**src/rtl/cfg_seq_pkg.sv**
```systemverilog
package cfg_seq_pkg;

  typedef enum logic [2:0] {
    ST_IDLE,
    ST_DATA,
    ST_CTRL,
    ST_TRIG,
    ST_POLL,
    ST_MODE,
    ST_RESP
  } seq_state_e;

  // Trigger: length 10 in the upper byte, opcode 0x40 in the lower byte
  localparam logic [15:0] TRIG_WORD     = 16'h0A40;
  localparam logic [15:0] MODE_RUN_WORD = 16'h0000;
  localparam int          BUSY_BIT      = 15;
  localparam int          WIDE_FLAG_BIT = 15;
  localparam int          RD_FLAG_BIT   = 15;
  localparam int          CHIP_LSB      = 8;
  localparam int          ADDR_FIRST    = 1;
  localparam int          ADDR_LAST     = 13;
  localparam int          WIDE_ADDR     = 11;

endpackage

```
**src/rtl/cfg_cmd_decode.sv**
```systemverilog
module cfg_cmd_decode
  import cfg_seq_pkg::*;
#(
  parameter int CHIP_W = 4,
  parameter int IA_W   = 4,
  parameter int DATA_W = 10,
  parameter int BUS_DW = 16
) (
  input  logic              write,
  input  logic [CHIP_W-1:0] chip,
  input  logic [IA_W-1:0]   addr,
  input  logic [DATA_W-1:0] wdata,
  output logic              addr_ok,
  output logic              wide,
  output logic [BUS_DW-1:0] data_word,
  output logic [BUS_DW-1:0] ctrl_word
);

  localparam int NARROW_W = 8;

  always_comb begin
    addr_ok = (int'(addr) >= ADDR_FIRST) && (int'(addr) <= ADDR_LAST);
    wide    = (int'(addr) == WIDE_ADDR);

    data_word = '0;
    data_word[WIDE_FLAG_BIT] = wide;
    if (wide) begin
      data_word[DATA_W-1:0] = wdata;
    end else begin
      data_word[NARROW_W-1:0] = wdata[NARROW_W-1:0];
    end

    ctrl_word = '0;
    ctrl_word[RD_FLAG_BIT]          = ~write;
    ctrl_word[CHIP_LSB +: CHIP_W]   = chip;
    ctrl_word[0 +: IA_W]            = addr;
  end

endmodule

```
**src/rtl/cfg_poll_timer.sv**
```systemverilog
module cfg_poll_timer #(
  parameter int LIMIT = 1024
) (
  input  logic clk,
  input  logic rst_n,
  input  logic clr,
  input  logic hit,
  output logic expired
);

  localparam int CNT_W = $clog2(LIMIT + 1);
  localparam logic [CNT_W-1:0] LAST = CNT_W'(LIMIT - 1);

  logic [CNT_W-1:0] cnt_q;
  logic [CNT_W-1:0] cnt_d;
  logic             cnt_en;

  always_comb begin
    cnt_en  = clr | hit;
    cnt_d   = clr ? '0 : cnt_q + 1'b1;
    expired = hit && (cnt_q == LAST);
  end

  always_ff @(posedge clk or negedge rst_n) begin
    if (!rst_n) begin
      cnt_q <= '0;
    end else if (cnt_en) begin
      cnt_q <= cnt_d;
    end
  end

endmodule

```
**src/rtl/cfg_seq_fsm.sv**
```systemverilog
module cfg_seq_fsm
  import cfg_seq_pkg::*;
#(
  parameter int DATA_W   = 10,
  parameter int BUS_AW   = 8,
  parameter int BUS_DW   = 16,
  parameter logic [BUS_AW-1:0] OFS_DATA = 8'h00,
  parameter logic [BUS_AW-1:0] OFS_CTRL = 8'h04,
  parameter logic [BUS_AW-1:0] OFS_TRIG = 8'h08,
  parameter logic [BUS_AW-1:0] OFS_RDBK = 8'h0C,
  parameter logic [BUS_AW-1:0] OFS_MODE = 8'h10
) (
  input  logic              clk,
  input  logic              rst_n,
  input  logic              cmd_valid,
  output logic              cmd_ready,
  input  logic              cmd_write,
  input  logic              dec_ok,
  input  logic              dec_wide,
  input  logic [BUS_DW-1:0] dec_data_word,
  input  logic [BUS_DW-1:0] dec_ctrl_word,
  output logic              rsp_valid,
  output logic              rsp_err,
  output logic [DATA_W-1:0] rsp_rdata,
  output logic              bus_valid,
  input  logic              bus_ready,
  output logic              bus_we,
  output logic [BUS_AW-1:0] bus_addr,
  output logic [BUS_DW-1:0] bus_wdata,
  input  logic [BUS_DW-1:0] bus_rdata,
  output logic              tmr_clr,
  output logic              tmr_hit,
  input  logic              tmr_expired
);

  localparam int NARROW_W = 8;

  seq_state_e        state_q, state_d;
  logic              wr_q;
  logic              wide_q;
  logic [BUS_DW-1:0] data_q, ctrl_q;
  logic              err_q, err_d;
  logic [DATA_W-1:0] rd_q, rd_d;
  logic              accept, xfer_done, busy_seen;
  logic [DATA_W-1:0] rd_extract;

  always_comb begin
    accept     = (state_q == ST_IDLE) && cmd_valid;
    xfer_done  = bus_valid && bus_ready;
    busy_seen  = (state_q == ST_POLL) && xfer_done && bus_rdata[BUSY_BIT];
    tmr_hit    = busy_seen;
    tmr_clr    = (state_q == ST_TRIG);
    rd_extract = wide_q ? bus_rdata[DATA_W-1:0]
                        : {{(DATA_W-NARROW_W){1'b0}}, bus_rdata[NARROW_W-1:0]};
  end

  // Next-state process
  always_comb begin
    state_d = state_q;
    err_d   = err_q;
    rd_d    = rd_q;
    unique case (state_q)
      ST_IDLE: if (accept) begin
        err_d   = ~dec_ok;
        rd_d    = '0;
        state_d = !dec_ok ? ST_RESP : (cmd_write ? ST_DATA : ST_CTRL);
      end
      ST_DATA: if (xfer_done) state_d = ST_CTRL;
      ST_CTRL: if (xfer_done) state_d = ST_TRIG;
      ST_TRIG: if (xfer_done) state_d = wr_q ? ST_MODE : ST_POLL;
      ST_POLL: if (xfer_done) begin
        if (!bus_rdata[BUSY_BIT]) begin
          rd_d    = rd_extract;
          state_d = ST_MODE;
        end else if (tmr_expired) begin
          err_d   = 1'b1;
          state_d = ST_MODE;
        end
      end
      ST_MODE: if (xfer_done) state_d = ST_RESP;
      ST_RESP: state_d = ST_IDLE;
      default: state_d = ST_IDLE;
    endcase
  end

  // Bus request decode
  always_comb begin
    bus_valid = 1'b1;
    bus_we    = 1'b1;
    bus_addr  = '0;
    bus_wdata = '0;
    unique case (state_q)
      ST_DATA: begin bus_addr = OFS_DATA; bus_wdata = data_q;        end
      ST_CTRL: begin bus_addr = OFS_CTRL; bus_wdata = ctrl_q;        end
      ST_TRIG: begin bus_addr = OFS_TRIG; bus_wdata = TRIG_WORD;     end
      ST_POLL: begin bus_addr = OFS_RDBK; bus_we    = 1'b0;          end
      ST_MODE: begin bus_addr = OFS_MODE; bus_wdata = MODE_RUN_WORD; end
      default: begin bus_valid = 1'b0;    bus_we    = 1'b0;          end
    endcase
    cmd_ready = (state_q == ST_IDLE);
    rsp_valid = (state_q == ST_RESP);
    rsp_err   = err_q;
    rsp_rdata = rd_q;
  end

  // Register process
  always_ff @(posedge clk or negedge rst_n) begin
    if (!rst_n) begin
      state_q <= ST_IDLE;
      err_q   <= 1'b0;
      rd_q    <= '0;
    end else begin
      state_q <= state_d;
      err_q   <= err_d;
      rd_q    <= rd_d;
    end
  end

  always_ff @(posedge clk or negedge rst_n) begin
    if (!rst_n) begin
      wr_q   <= 1'b0;
      wide_q <= 1'b0;
      data_q <= '0;
      ctrl_q <= '0;
    end else if (accept) begin
      wr_q   <= cmd_write;
      wide_q <= dec_wide;
      data_q <= dec_data_word;
      ctrl_q <= dec_ctrl_word;
    end
  end

endmodule

```
**src/rtl/cfg_seq_top.sv**
```systemverilog
module cfg_seq_top #(
  parameter int CHIP_W     = 4,
  parameter int IA_W       = 4,
  parameter int DATA_W     = 10,
  parameter int BUS_AW     = 8,
  parameter int BUS_DW     = 16,
  parameter int POLL_LIMIT = 1024
) (
  input  logic              clk,
  input  logic              rst_n,
  input  logic              cmd_valid,
  output logic              cmd_ready,
  input  logic              cmd_write,
  input  logic [CHIP_W-1:0] cmd_chip,
  input  logic [IA_W-1:0]   cmd_addr,
  input  logic [DATA_W-1:0] cmd_wdata,
  output logic              rsp_valid,
  output logic              rsp_err,
  output logic [DATA_W-1:0] rsp_rdata,
  output logic              bus_valid,
  input  logic              bus_ready,
  output logic              bus_we,
  output logic [BUS_AW-1:0] bus_addr,
  output logic [BUS_DW-1:0] bus_wdata,
  input  logic [BUS_DW-1:0] bus_rdata
);

  logic [1:0]        rst_sync_q;
  logic              rst_core_n;
  logic              dec_ok, dec_wide;
  logic [BUS_DW-1:0] dec_data_word, dec_ctrl_word;
  logic              tmr_clr, tmr_hit, tmr_expired;
  logic              fsm_cmd_ready;
  logic              fsm_cmd_valid;

  // Asynchronous assertion, synchronous release
  always_ff @(posedge clk or negedge rst_n) begin
    if (!rst_n) rst_sync_q <= 2'b00;
    else        rst_sync_q <= {rst_sync_q[0], 1'b1};
  end
  assign rst_core_n    = rst_sync_q[1];
  assign cmd_ready     = fsm_cmd_ready & rst_core_n;
  assign fsm_cmd_valid = cmd_valid & rst_core_n;

  cfg_cmd_decode #(
    .CHIP_W (CHIP_W),
    .IA_W   (IA_W),
    .DATA_W (DATA_W),
    .BUS_DW (BUS_DW)
  ) u_decode (
    .write     (cmd_write),
    .chip      (cmd_chip),
    .addr      (cmd_addr),
    .wdata     (cmd_wdata),
    .addr_ok   (dec_ok),
    .wide      (dec_wide),
    .data_word (dec_data_word),
    .ctrl_word (dec_ctrl_word)
  );

  cfg_poll_timer #(
    .LIMIT (POLL_LIMIT)
  ) u_timer (
    .clk     (clk),
    .rst_n   (rst_core_n),
    .clr     (tmr_clr),
    .hit     (tmr_hit),
    .expired (tmr_expired)
  );

  cfg_seq_fsm #(
    .DATA_W (DATA_W),
    .BUS_AW (BUS_AW),
    .BUS_DW (BUS_DW)
  ) u_fsm (
    .clk           (clk),
    .rst_n         (rst_core_n),
    .cmd_valid     (fsm_cmd_valid),
    .cmd_ready     (fsm_cmd_ready),
    .cmd_write     (cmd_write),
    .dec_ok        (dec_ok),
    .dec_wide      (dec_wide),
    .dec_data_word (dec_data_word),
    .dec_ctrl_word (dec_ctrl_word),
    .rsp_valid     (rsp_valid),
    .rsp_err       (rsp_err),
    .rsp_rdata     (rsp_rdata),
    .bus_valid     (bus_valid),
    .bus_ready     (bus_ready),
    .bus_we        (bus_we),
    .bus_addr      (bus_addr),
    .bus_wdata     (bus_wdata),
    .bus_rdata     (bus_rdata),
    .tmr_clr       (tmr_clr),
    .tmr_hit       (tmr_hit),
    .tmr_expired   (tmr_expired)
  );

endmodule

```
**config.mk**
```make
export PLATFORM = sky130hd
export DESIGN_NAME = cfg_seq_top
export DESIGN_NICKNAME = d
export VERILOG_FILES = /design/src/rtl/cfg_seq_pkg.sv /design/src/rtl/cfg_cmd_decode.sv /design/src/rtl/cfg_poll_timer.sv /design/src/rtl/cfg_seq_fsm.sv /design/src/rtl/cfg_seq_top.sv
export SDC_FILE = /design/constraint.sdc
export NUM_CORES = 1
export LEC_CHECK = 0
export ABC_CLOCK_PERIOD_IN_PS = 5700
export BUFFER_PORTS_ARGS = -buffer_cell sky130_fd_sc_hd__buf_2
export CORE_ASPECT_RATIO = 2
export CORE_UTILIZATION = 45
export DETAILED_ROUTE_END_ITERATION = 10
export PLACE_DENSITY = 0.69
export SETUP_SLACK_MARGIN = 0.1
export SLEW_MARGIN = 20
export SYNTH_ARGS = -nofsm -noshare
export SYNTH_HDL_FRONTEND = slang
export SYNTH_HIERARCHICAL = 1
export SYNTH_SLANG_ARGS = --single-unit
```
**constraint.sdc**
```tcl
create_clock -name clk -period 5.7 [get_ports clk]
set_clock_uncertainty 0.1 [all_clocks]
set_input_delay 1.14 -clock clk [delete_from_list [all_inputs] [get_ports clk]]
set_output_delay 1.14 -clock clk [all_outputs]
set_load 0.02 [all_outputs]
```
Yosys cells after proc, flatten, opt, wreduce, memory -nomap -nowiden
Index checks and enable logic that the tools add are counted.
{"block": "totals", "memories": 0, "latch_bits": 0, "ff_bits": 49, "inputBits": 39, "word_cells": 76, "romBits": 0, "mem_bits_rw": 0}
{"block": "classes", "shift": 0, "n_lt_le_gt_ge": 2, "muxes": 28, "reduce_logical": 13, "n_eq_ne": 18, "div_mod_pow": 0, "bitwise_logic": 5, "addsub": 1, "n_mul": 0}
{"op": "16-bit one-hot mux with 3 select lines", "n": 1}
{"op": "10-bit 2-to-1 mux", "n": 4}
{"op": "3-bit 2-to-1 mux", "n": 9}
{"op": "10-bit one-hot mux with 2 select lines", "n": 1}
{"op": "5-bit one-hot mux with 4 select lines", "n": 1}
{"op": "3-bit one-hot mux with 6 select lines", "n": 1}
{"op": "11-bit by 1-bit adder with 11-bit output (second input constant)", "n": 1}
{"op": "11-bit by 10-bit == test with 1-bit output (second input constant)", "n": 1}
{"op": "11-bit 2-to-1 mux", "n": 1}
{"op": "2-bit by 1-bit inequality test with 1-bit output (second input constant)", "n": 5}
{"op": "3-bit == test (second input constant)", "n": 3}
{"op": "2-bit inequality test (second input constant)", "n": 4}
{"op": "1-bit 2-to-1 mux", "n": 7}
{"op": "7-bit AND reduction", "n": 1}
{"op": "3-bit by 2-bit == test with 1-bit output (second input constant)", "n": 2}
{"op": "1-bit logical AND", "n": 6}
{"op": "5-bit AND reduction", "n": 1}
{"op": "5-bit OR reduction", "n": 1}
{"op": "4-bit == test (second input constant)", "n": 1}
{"op": "4-bit by 1-bit greater-or-equal comparator with 1-bit output (second input constant)", "n": 1}
{"op": "4-bit less-or-equal comparator (second input constant)", "n": 1}
{"op": "2-bit 2-to-1 mux", "n": 2}
{"op": "4-bit AND reduction", "n": 1}
{"op": "4-bit OR reduction", "n": 1}
{"op": "other kinds (8)", "n": 10}

Depth between registers and ports, before layout
Gate-level depths: netlist of the first run.
{"block": "logic_depth", "word_depth": 11, "depth_mapped": 11, "mapped_depth_nobuf": 7}

Modules after synthesis
The synthesis of the first run kept the hierarchy.
{"mod": "cfg_seq_fsm", "seq_area_each_um2": 1201.2, "cells_each": 201, "instances": 1, "area_per_inst_um2": 2467.4}
{"mod": "cfg_poll_timer", "seq_area_each_um2": 275.3, "cells_each": 56, "instances": 1, "area_per_inst_um2": 564.3}
{"mod": "cfg_cmd_decode", "seq_area_each_um2": 0.0, "cells_each": 36, "instances": 1, "area_per_inst_um2": 260.2}
{"mod": "cfg_seq_top", "seq_area_each_um2": 50.0, "cells_each": 5, "instances": 1, "area_per_inst_um2": 66.3}

Worst setup path after synthesis of the first run
Ideal clock, no wire load.
{"block": "synth_timing", "kind": "register to output", "start": "register rst_sync_q[1]", "end": "output cmd_ready", "stages_incl_launch_ff": 2, "arrival_ns": 1.983, "path_buffers": 0, "required_time_ns": 4.460, "slack_ns": 2.477, "cell_sequence": "dfrtp_1 and2_1"}
{"block": "synth_between", "elab_chain_cells": 1}
{"element": "start: declaration", "line_no": "cfg_seq_top.sv:28", "rtl": "logic [1:0] rst_sync_q;"}
{"element": "start signal: assignment", "line_no": "cfg_seq_top.sv:39", "rtl": "else rst_sync_q <= {rst_sync_q[0], 1'b1};"}
{"element": "1-bit AND", "line_no": "cfg_seq_top.sv:42", "rtl": "assign cmd_ready = fsm_cmd_ready & rst_core_n;"}
{"element": "end: declaration", "line_no": "cfg_seq_top.sv:12", "rtl": "output logic cmd_ready,"}
No other way between the ends.

Final worst setup path of the first run
{"block": "layout_timing", "start": "register u_fsm.state_q[1]", "end": "output bus_wdata[15]"}
{"block": "layout_between", "elab_chain_cells": 2, "word_cells_on_any_way": 4, "cone_classes": "3 x eq/ne; 1 x mux"}
{"element": "start: declaration", "line_no": "cfg_seq_fsm.sv:38", "rtl": "seq_state_e state_q, state_d;"}
{"element": "start signal: assignment", "line_no": "cfg_seq_fsm.sv:113", "rtl": "state_q <= state_d;"}
{"element": "3-bit by 2-bit == test with 1-bit output / 3-bit by 1-bit == test with 1-bit output (equally long branches)", "line_no": "cfg_seq_fsm.sv:92", "rtl": "unique case (state_q)"}
{"element": "16-bit one-hot mux with 3 select lines *", "line_no": "cfg_seq_fsm.sv:92"}
{"element": "end: declaration", "line_no": "cfg_seq_top.sv:24", "rtl": "output logic [BUS_DW-1:0] bus_wdata,"}
Mark *: on every way between the ends. The rest lies on a longest branch, timed or not.

==> results of run 1 <==
state kept, by name (all words and copies together), names as in the netlist:
register         cells
u_fsm/rsp_rdata     10
u_fsm/data_q        16
rst_sync_q           2
u_fsm/state_q        3
u_fsm/wide_q         1
u_fsm/wr_q           1
u_fsm/rsp_err        1
u_fsm/ctrl_q        16
u_timer/cnt_q       11
per-stage QoR:
stage               utilization  hold slack [ps]  std cells
finish                    0.524              254        437
global route              0.524              268        437
CTS                       0.523              255        437
detailed placement        0.483              246        421
global placement          0.482              240        421
floorplan                     -              231        313
how the worst max path moves through the flow:
stage	slack [ps]	endpoint	cells after the start	start
after floorplan	2480	cmd_ready	1	rst_sync_q[1]
after global placement	2140	bus_wdata[15]	4	u_fsm/state_q[1]
after detailed placement	2370	bus_wdata[1]	4	u_fsm/state_q[1]
after CTS	2010	bus_wdata[1]	4	u_fsm/state_q[1]
after global routing	1990	bus_wdata[13]	4	u_fsm/state_q[1]
final	2140	bus_wdata[15]	4	u_fsm/state_q[1]
synthesized netlist by cell type (2+ instances only):
library cell   n  share of area
and3_1         7          0.013
a21oi_1       11          0.016
a22oi_1       13          0.029
o21ai_0        6         0.0089
conb_1         3         0.0034
a22o_1         2         0.0052
nor2b_1        5         0.0093
xor2_1         2         0.0052
and2_1         6          0.011
o31ai_1        3         0.0067
clkbuf_1       9          0.010
nand3_1        3         0.0045
nor2_1        25          0.028
a2bb2oi_1      2         0.0052
mux2_2         6          0.020
or4_1          3         0.0067
nor4_1         3         0.0056
or3_1          2         0.0037
inv_1          4         0.0045
a221o_1        7          0.021
nand2b_1       2         0.0037
xnor2_1        3         0.0078
nand4_1        4         0.0075
nand2_1       14          0.016
buf_6          2         0.0067
mux2i_1        3         0.0089
buf_4         35          0.078
buf_2          3         0.0045
buf_12         3          0.018
a311oi_1       2         0.0052
dfrtp_1       61           0.45
mux2_4        29           0.13
layer usage:
layer	GRT usage	part of all wire	vias up
met3	0.0412	0.037	12
li1	-	-	1095
met5	0	0	-
met2	0.313	0.53	47
met4	0.121	0.026	0
met1	0.214	0.41	1130
final cells by class:
type | count | area [µm²]
Tap cell | 92 | 115
Clock buffer | 16 | 292
Multi-Input combinational cell | 196 | 1480
Fill cell | 673 | 3430
Timing Repair Buffer | 68 | 343
Inverter | 4 | 15.0
Sequential cell | 61 | 1530
cell usage in the layout, fill, tap and decap left out, types with 3 or more instances in the layout:
| cell type | Yosys | layout |
|---|---|---|
| mux2_2 | 6 | 6 |
| nand4_1 | 4 | 4 |
| mux2_4 | 29 | 29 |
| a22oi_1 | 13 | 13 |
| nor4_1 | 3 | 3 |
| xnor2_1 | 3 | 3 |
| clkbuf_1 | 9 | 3 |
| nor2_1 | 25 | 25 |
| clkbuf_16 | 0 | 9 |
| nor2b_1 | 5 | 3 |
| conb_1 | 3 | 18 |
| nand2_1 | 14 | 14 |
| and3_1 | 7 | 7 |
| nand3_1 | 3 | 3 |
| inv_1 | 4 | 4 |
| a221o_1 | 7 | 7 |
| or4_1 | 3 | 3 |
| mux2i_1 | 3 | 3 |
| clkbuf_8 | 0 | 4 |
| dfrtp_1 | 61 | 59 |
| o21ai_0 | 6 | 6 |
| and2_1 | 6 | 6 |
| a21oi_1 | 11 | 11 |
| o31ai_1 | 3 | 3 |
| buf_2 | 3 | 67 |
logic make-up (layout without fill, tap and decap cells):
kind of cell | after synthesis | after routing | share of synthesized area
other | 3 | 18 | 0.00335
buffers and inverters | 56 | 88 | 0.122
XOR/XNOR | 5 | 5 | 0.0130
AO/OA/AOI/OAI | 54 | 54 | 0.118
AND/OR/NAND/NOR | 80 | 80 | 0.126
adder cells (fa/ha/maj) | 1 | 1 | 0.00373
multiplexers | 38 | 38 | 0.159
flip-flops | 61 | 61 | 0.455
power groups by stage:
stage	clock (mW)	sequential (mW)	combinational [mW]
after floorplan	0	0.714	0.686
after global placement	0	0.748	0.823
after detailed placement	0	0.758	0.836
after CTS	0.530	0.755	0.840
after global routing	0.546	0.781	0.913
final	0.518	0.758	0.834
==> summary.md, run 1 <==
| Metric | Value |
|---|---|
| Top FF cell, synth | `dfrtp_1` |
| Number of synthesized flops with an enable pin | `0` |
| Worst-case reg-to-reg path depth | `5` |
| Routed wire per std cell | `around 15 µm` |
| Sw Share | `0.373` |
| Seq/Total Area, Yosys | `0.455` |
| Total CTS buffers | `9` |
| Fraction of layout cells with a size suffix above 1 | `0.357` |
| Final min period | `3560 ps` |
| Hold_sp | `rst_sync_q[0]` |
| Detailed-route via count | `around 2300` |
| Power density over the cells | `~560 nW/µm²` |
| Slew Viols, Final | `0` |
| Post-Syn Instances | `slightly below 300` |
| Fraction of registers with async set/reset | `1.00` |
| First-pass GRT wire length | `approximately 11 mm` |
| Post-synthesis register bit count | `about 60` |
| Combinational power share | `0.395` |
| Drt drc | `0` |
| Post-DP HPWL | `~4.4 mm` |
| Worst EP required | `4460 ps` |
| Leak Pwr | `between 1.5 and 2 nW` |
| Ant. Diodes | `0` |
| Clock-pin slew on the worst setup and hold paths | `about 50 ps` |
| Hold Path End | `rst_sync_q[1]` |
| Rel. slew slack | `0.357` |
| WP data arrival | `around 2300 ps` |
| Crit path max-delay family | `simple AND/OR/NAND/NOR gates` |
| Setup-failing EPs final | `0` |
| WL final | `~6.7 mm` |
| Clock Sinks | `61` |
| Hold Crit Depth | `0` |
| Via density per instance | `5.23` |
| Worst-Skew Late Latency | `330 ps` |
| Vias in the first global route | `2261` |
| CTS tree | `built` |
| Die W | `between 60 and 70 µm` |
| Post-CTS Hold Buffers | `0` |
| Largest net degree at the start of global routing | `between 60 and 70` |
| Core area | `between 7000 and 8000 µm²` |
| Post-Syn Area per Cell | `11.3 µm²` |
| Worst Max-Slew Pin Slew | `962 ps` |
| Fin area | `~3800 µm²` |
| Routability cong. | `between 0.7 and 0.8` |
| Total track usage | `0.187` |
| Max VDD drop | `0.246 mV` |
| Yosys warning total | `6` |
| Number of routed nets with antenna violations | `0` |
| CP max FO | `19` |
| DR pass1 iterations | `4` |
| FF-to-FF End | `u_fsm/ctrl_q[6]` |
| Die area | `approximately 7800 µm²` |
| Die height | `~120 µm` |
| RSZ-0062 raised after global routing | `no` |
| Outcome | `complete, no violations` |
| Synthesized cell area | `3360 µm²` |
| Crit path max-delay cell type | `dfrtp_1` |
| P_int | `between 1 and 1.5 mW` |
| Worst Hold Class | `flip-flop to flip-flop` |
| First DRT Iteration DRCs | `roughly 150` |
| Critical-path cell list | `nor2b_2 > a22oi_1 > nor2_1 > buf_2` |
| Reg power frac | `0.359` |
| Psw | `0.786 mW` |
| Reg2reg start | `rst_sync_q[1]` |
| Worst Path Buf+Inv | `1` |
| CTS resizes | `0` |
| Final worst-path cycle share | `0.624` |
| Crit path capture type | `primary output` |
| Port bufs | `between 60 and 70` |
| H-tree depth | `3` |
| Initial Utilization | `0.466` |
| Pre-CTS setup slack | `2370 ps` |
| Area growth syn-to-layout | `12.5%` |
| Yosys cell types | `between 40 and 50` |
| # nets final | `380` |
| Initial antenna violation count | `0` |
| Clock share of power | `0.246` |
| Flop2flop setup slack | `roughly 2700 ps` |
| CTS root buf | `clkbuf_16` |
| Area post-placement | `3480 µm²` |
| Setup ws final | `2140 ps` |
| Ports | `78` |
| GRT overflow | `0` |
| Total Power | `between 2 and 2.5 mW` |
| Setup CP Type | `flip-flop to primary output` |
| Startpoint types | `flip-flop` |
| Setup_tns | `0 ps` |
| CTS Buffer Depth | `2` |
| # rows | `44` |
| Critical Path Max Stage Delay | `720 ps` |
| Final Hold Fails | `0` |
| Fmax | `around 280 MHz` |
| Max-cap violation count | `0` |
| Post-CTS repair timing setup buffer count | `0` |
(Power assumes the default switching activity.)
==> run 2, diff against run 1 <==
ABC_CLOCK_PERIOD_IN_PS = 3100   (was 5700)
PLACE_DENSITY = 0.71   (was 0.69)
clock period = 3.1 ns   (was 5.7 ns; I/O delays follow)
==> run 2 against run 1 <==
  * Sequential share of layout area is 1.0 points lower
  * Non-clock buffer count increased by 9
  * Worst setup slack worse by 1500 ps
  * Critical path depth rose by 1
  * Combinational power up 100%
==> summary.md, run 2 (same netlist as run 1, synthesis figures left out) <==
| Metric | Value |
|---|---|
| CTS tree | `built` |
| Core area | `7210 µm²` |
| Clock Sinks | `61` |
| Vias in the first global route | `approximately 2200` |
| Setup CP Type | `flip-flop to primary output` |
| Most frequent cells in the layout | `buf_2, dfrtp_1, mux2_4, nor2_1, conb_1` |
| Top flop regs | `u_fsm/ctrl_q (16), u_fsm/data_q (16), u_timer/cnt_q (11)` |
| Total CTS buffers | `9` |
| Routability cong. | `approximately 0.73` |
| Final min period | `approximately 2500 ps` |
| Die W | `63.1 µm` |
| Worst Hold Class | `flip-flop to flip-flop` |
| # rows | `44` |
| Drt drc | `0` |
| Final worst-path cycle share | `0.808` |
| CTS root buf | `clkbuf_16` |
| RSZ-0062 raised after global routing | `no` |
| Worst Max-Slew Pin Slew | `727 ps` |
| Setup_tns | `0 ps` |
| Detailed-route via count | `approximately 2300` |
| GRT overflow | `0` |
| Crit path max-delay family | `simple AND/OR/NAND/NOR gates` |
| Power density over the cells | `just over 1000 nW/µm²` |
| Clock-pin slew on the worst setup and hold paths | `around 50 ps` |
| WP data arrival | `1780 ps` |
| Fill cell count | `about 650` |
| Pre-CTS setup slack | `between 600 and 700 ps` |
| Post-DP HPWL | `~4.6 mm` |
| Leading cell type in the layout, fill and taps excluded | `buf_2` |
| Crit path max-delay cell type | `dfrtp_1` |
| Critical-path cell list | `or2_1 > buf_4 > nor2_1 > and2_1 > buf_2` |
| Initial Utilization | `0.466` |
| WL final | `6.52 mm` |
| Routed wire per std cell | `roughly 15 µm` |
| Startpoint types | `flip-flop` |
| Worst EP required | `~2400 ps` |
| Ant. Diodes | `0` |
| DR pass1 iterations | `4` |
| Multi-input gate area | `1480 µm²` |
| Slew Viols, Final | `0` |
| Worst Path Buf+Inv | `2` |
| H-tree depth | `3` |
| Via density per instance | `about 5.2` |
| Ports | `between 70 and 80` |
| Fraction of layout cells with a size suffix above 1 | `0.370` |
| Max VDD drop | `about 0.57 mV` |
| Crit path capture type | `primary output` |
| Initial antenna violation count | `0` |
| Fmax | `about 400 MHz` |
| Final Hold Fails | `0` |
| Largest net degree at the start of global routing | `slightly above 60` |
| Die height | `roughly 120 µm` |
| First-pass GRT wire length | `10.9 mm` |
| Register area | `roughly 1500 µm²` |
| Area growth syn-to-layout | `15.4%` |
| CTS Buffer Depth | `2` |
| Setup ws final | `596 ps` |
| Total track usage | `0.185` |
| # nets final | `between 300 and 400` |
| CP max FO | `16` |
| Number of routed nets with antenna violations | `0` |
| First DRT Iteration DRCs | `between 80 and 90` |
| Port bufs | `67` |
| Worst-Skew Late Latency | `320 ps` |
| Die area | `approximately 7800 µm²` |
| Critical Path Max Stage Delay | `roughly 500 ps` |
| Rel. slew slack | `0.515` |
| Leak Pwr | `between 1.5 and 2 nW` |
| Max-cap violation count | `0` |
| Setup-failing EPs final | `0` |
| Outcome | `complete, no violations` |
## run 2: cell types whose count changed in the layout (fill, tap and decap cells not counted), sizes merged
cell         previous run  this run
clkbuf                 16        12
bufinv                  0         1
clkinv                  0         3
dlygate4sd3             0         1
buf                    68        76
## run 2: where the power goes
| group | switching (mW) | internal (mW) |
|---|---|---|
| Clock | 0.334 | 0.682 |
| Sequential | 0.213 | 1.09 |
| Combinational | 0.905 | 0.764 |
| Total | 1.45 | 2.54 |
## run 2: worst reg2reg max path: stages, from the launching register on
cell	delay, ps
dfrtp_1	500
or2_1	300
nor2_1	120
buf_4	170
nand4_1	170
nor4_1	390
nand2b_1	170
a2bb2oi_1	60
o32ai_1	280
## run 2: final cells by class
cell class / count / area share
Clock buffer: 12 / 0.0688
Multi-Input combinational cell: 196 / 0.382
Sequential cell: 61 / 0.394
Timing Repair Buffer: 77 / 0.110
Tap cell: 92 / 0.0297
Clock inverter: 4 / 0.0116
Inverter: 4 / 0.00388
## run 2: final timing paths
path	startpoint	slack, ps	end	cells past startpoint
worst max-delay path	u_fsm/state_q[0]	600	cmd_ready	5
worst min-delay path	rst_sync_q[0]	250	rst_sync_q[1]	0
worst max register to register	u_fsm/state_q[0]	730	u_fsm/state_q[0]	8
min in group asynchronous	rst_sync_q[1]	330	u_timer/cnt_q[0]	1
max in group asynchronous	rst_sync_q[1]	2110	u_fsm/ctrl_q[14]	1
worst min register to register	rst_sync_q[0]	250	rst_sync_q[1]	0
## run 2: stage by stage
| step | power [mW] | instance area [µm²] | cells | utilization | hold slack [ps] |
|---|---|---|---|---|---|
| finish | 3.99 | 3870 | 446 | 0.537 | 247 |
| global route | 4.25 | 3870 | 446 | 0.537 | 257 |
| CTS | 4.02 | 3870 | 446 | 0.537 | 249 |
| detailed placement | 2.99 | 3550 | 429 | 0.493 | 238 |
| global placement | 2.95 | 3550 | 429 | 0.493 | 235 |
| floorplan | 2.57 | 3410 | 313 | - | 224 |
## run 2: routing by layer
metal / GRT usage / wire length (µm) / up-vias
met5: 0 / 0 / -
met4: 0.0858 / 97 / 0
met3: 0.0504 / 375 / 9
met2: 0.304 / 3280 / 69
met1: 0.223 / 2760 / 1129
li1: - / - / 1108
## run 2: repair_timing
action	in CTS	in global routing
hold endpoints to repair	2	0
hold buffers	1	0
endpoints found under the setup margin	0	0
buffers inserted	0	0
gates resized for setup	0	0
==> run 3, diff against run 2 <==
ABC_AREA = 1   (was default)
ABC_CLOCK_PERIOD_IN_PS = 2000   (was 3100)
clock period = 2 ns   (was 3.1 ns; I/O delays follow)
==> run 3 against run 2 <==
  * The flow now finishes with violations (negative setup slack)
  * Worst setup slack worse by 620 ps
  * Register-to-register slack worse by 630 ps
  * Via count rose by 31%
  * Utilization rose by 5.1 points
  * Final area rose by 9.6%
  * Largest cell class unchanged
  * Highest routed layer unchanged
==> summary.md, run 3 <==
| Metric | Value |
|---|---|
| Worst Path Buf+Inv | `4` |
| Hold_sp | `cmd_chip[3]` |
| Worst-case reg-to-reg path depth | `10` |
| Fraction of registers with async set/reset | `1.00` |
| Failing checks | `negative setup slack` |
| Core area | `approximately 7000 µm²` |
| Ports | `78` |
| Synth area leader | `dfrtp_1` |
| Post-Syn Area per Cell | `~7.6 µm²` |
| Multi-input gate area | `between 1000 and 1500 µm²` |
| Critical Path Max Stage Delay | `around 420 ps` |
| Setup CP Type | `flip-flop to primary output` |
| Most frequent cells in the layout | `nand2_1, dfrtp_1, buf_2, nand3_1, inv_1` |
| Crit path max-delay cell type | `dfrtp_1` |
| Clock-pin slew on the worst setup and hold paths | `roughly 50 ps` |
| Sw Share | `0.394` |
| FF-to-FF End | `u_fsm/rsp_err` |
| Fmax | `495 MHz` |
| Routability cong. | `0.826` |
| Hold slack | `between 200 and 250 ps` |
| Crit path capture type | `primary output` |
| Total CTS buffers | `9` |
| Crit path max-delay family | `buffers and inverters` |
| Initial antenna violation count | `0` |
| Rel. slew slack | `0.501` |
| Clock share of power | `0.266` |
| Final Hold Fails | `0` |
| Startpoint types | `flip-flop` |
| Slew Viols, Final | `0` |
| Yosys cell types | `24` |
| Outcome | `finished with violations` |
| Post-synthesis register bit count | `between 60 and 70` |
| Max-cap violation count | `0` |
| Vias in the first global route | `roughly 2900` |
| Fraction of layout cells with a size suffix above 1 | `0.275` |
| Top post-synthesis cells by area | `dfrtp_1, nand2_1, buf_4, nand3_1, inv_1` |
| Leading cell type in the layout, fill and taps excluded | `nand2_1` |
| GRT overflow | `0` |
| Fin area | `approximately 4200 µm²` |
| Worst Max-Slew Pin Slew | `between 700 and 800 ps` |
| Post-DP HPWL | `5.54 mm` |
| Worst-Skew Late Latency | `320 ps` |
| Metal2 WL | `between 4 and 5 mm` |
| Synthesized cell area | `approximately 3300 µm²` |
| Crit path top cell by count | `buf_4` |
| Register area | `1530 µm²` |
| Seq/Total Area, Yosys | `0.459` |
| Ant. Diodes | `0` |
| CP max FO | `4` |
| Die area | `about 7800 µm²` |
| Top flop regs | `u_fsm/ctrl_q (16), u_fsm/data_q (16), u_timer/cnt_q (11)` |
| Combinational power share | `0.450` |
| Yosys warning total | `6` |
| # nets final | `~550` |
| Worst EP required | `1500 ps` |
| CTS tree | `built` |
| Pre-CTS setup slack | `roughly 110 ps` |
| Power density over the cells | `1580 nW/µm²` |
| Initial Utilization | `0.461` |
| Reg power frac | `0.284` |
| Total track usage | `0.229` |
| Via density per instance | `about 5.0` |
| Setup_tns | `-53.5 ps` |
| Post-Syn Instances | `440` |
| Routed wire per std cell | `around 14 µm` |
| Most common library cells after synthesis | `nand2_1, dfrtp_1, nand3_1` |
| H-tree depth | `3` |
| Core Util, Final | `0.588` |
| Drt drc | `0` |
| Die height | `between 100 and 150 µm` |
| Reg2reg start | `u_fsm/state_q[1]` |
| Hold Crit Depth | `3` |
| Met1 wire length | `slightly above 3 mm` |
| Area growth syn-to-layout | `27.5%` |
| Placed Instances | `between 500 and 600` |
| First-pass GRT wire length | `around 13 mm` |
| Psw | `roughly 2.6 mW` |
| Leak Pwr | `roughly 2.3 nW` |
| Worst Hold Class | `input port to flip-flop` |
| Share of the synthesized area in the top cell type | `0.459` |
| P_int | `4.05 mW` |
| Port bufs | `between 60 and 70` |
| DR pass1 iterations | `4` |
| Most frequent cell after synthesis | `nand2_1` |
| Setup ws final | `-21.0 ps` |
| Total Power | `between 6 and 7 mW` |
| Max VDD drop | `0.894 mV` |
| Critical-path cell list | `buf_4 > buf_4 > nand2_1 > buf_4 > o21ai_0 > buf_2` |
| Setup-failing EPs final | `5` |
| CTS root buf | `clkbuf_16` |
| Top FF cell, synth | `dfrtp_1` |
| # rows | `44` |
| Detailed-route via count | `about 3000` |
| Number of routed nets with antenna violations | `0` |
| CTS Buffer Depth | `2` |
| First DRT Iteration DRCs | `approximately 210` |
| Fill cell count | `640` |
| WL final | `~8.3 mm` |
| WP data arrival | `roughly 1500 ps` |
| RSZ-0062 raised after global routing | `yes` |
| Final min period | `2020 ps` |
| Number of synthesized flops with an enable pin | `0` |
| Hold Path End | `u_fsm/ctrl_q[11]` |
| Uppermost routed layer | `met4` |
| Final worst-path cycle share | `1.01` |
| Met3 WL | `between 300 and 400 µm` |
| Area post-placement | `3590 µm²` |
| Post-route insts no fill | `604` |
| Die W | `about 63 µm` |
| Flop2flop setup slack | `around 100 ps` |
| Largest net degree at the start of global routing | `60` |
| Clock Sinks | `61` |
[run 3: cell types whose count changed after synthesis, moves of 9 or more]
cell | previous run | this run
inv_1 | 4 | 41
nor2_1 | 25 | 40
a22oi_1 | 13 | 0
a21oi_1 | 11 | 20
nand3_1 | 3 | 48
buf_2 | 3 | 13
o21ai_1 | 0 | 14
mux2_4 | 29 | 0
nand2_1 | 14 | 113
o21ai_0 | 6 | 23
[run 3: layout make-up]
type,instances,share of cell area
well taps,92,0.0271
repair inverters,1,0.00177
clock buffers,11,0.0596
clock inverters,4,0.0224
repair buffers,92,0.147
inverters,46,0.0436
multi-input cells,297,0.338
flip-flops and latches,61,0.361
[run 3: timing repair]
item,CTS,global route
buffers inserted,5,4
endpoints found under the hold margin,2,0
hold buffers,1,0
gates cloned,2,0
endpoints found under the setup margin,20,49
gates resized for setup,48,18
pin swaps,4,3
[run 3: power groups by stage]
stage                     clock network [mW]  logic, mW  registers, mW
final                                   1.78       3.01           1.90
after global routing                    1.87       3.29           1.95
after CTS                               1.82       2.84           1.88
after detailed placement                   0       2.36           1.89
after global placement                     0       2.32           1.87
after floorplan                            0       1.61           1.92
[run 3: kinds of logic (layout without fill, tap and decap cells)]
group / count (synthesis) / count (layout) / synth area share
AND/OR/NAND/NOR: 219 / 220 / 0.287
buffers and inverters: 98 / 154 / 0.159
flip-flops: 61 / 61 / 0.459
AO/OA/AOI/OAI: 58 / 58 / 0.0883
other: 3 / 18 / 0.00338
adder cells (fa/ha/maj): 1 / 1 / 0.00376
[run 3: worst reg2reg max path: stages, from the launching register on]
cell     delay, ps
dfrtp_2        490
nor2_2         170
nand2_1         90
nor3_1         200
nand2_1         90
nor3_1         170
inv_1           70
o21ai_0        210
nand3_1         90
nand2_1         70
nand2_1         40
[run 3: worst max-delay path by stage]
stage / start / end / depth (start not counted) / slack, ps
finish: u_fsm/state_q[2] / bus_addr[2] / 6 / -20
CTS: u_fsm/state_q[2] / bus_wdata[15] / 5 / -8
global route: u_fsm/state_q[0] / bus_wdata[0] / 5 / -90
global placement: u_fsm/state_q[2] / bus_wdata[12] / 4 / 130
floorplan: u_fsm/state_q[1] / u_fsm/rsp_err / 11 / 150
detailed placement: u_fsm/state_q[2] / bus_wdata[15] / 4 / 110
[run 3: routing by layer]
layer / track usage / up-vias
li1: - / 1475
met1: 0.237 / 1424
met2: 0.410 / 99
met3: 0.0568 / 28
met4: 0.148 / 0
met5: 0 / -
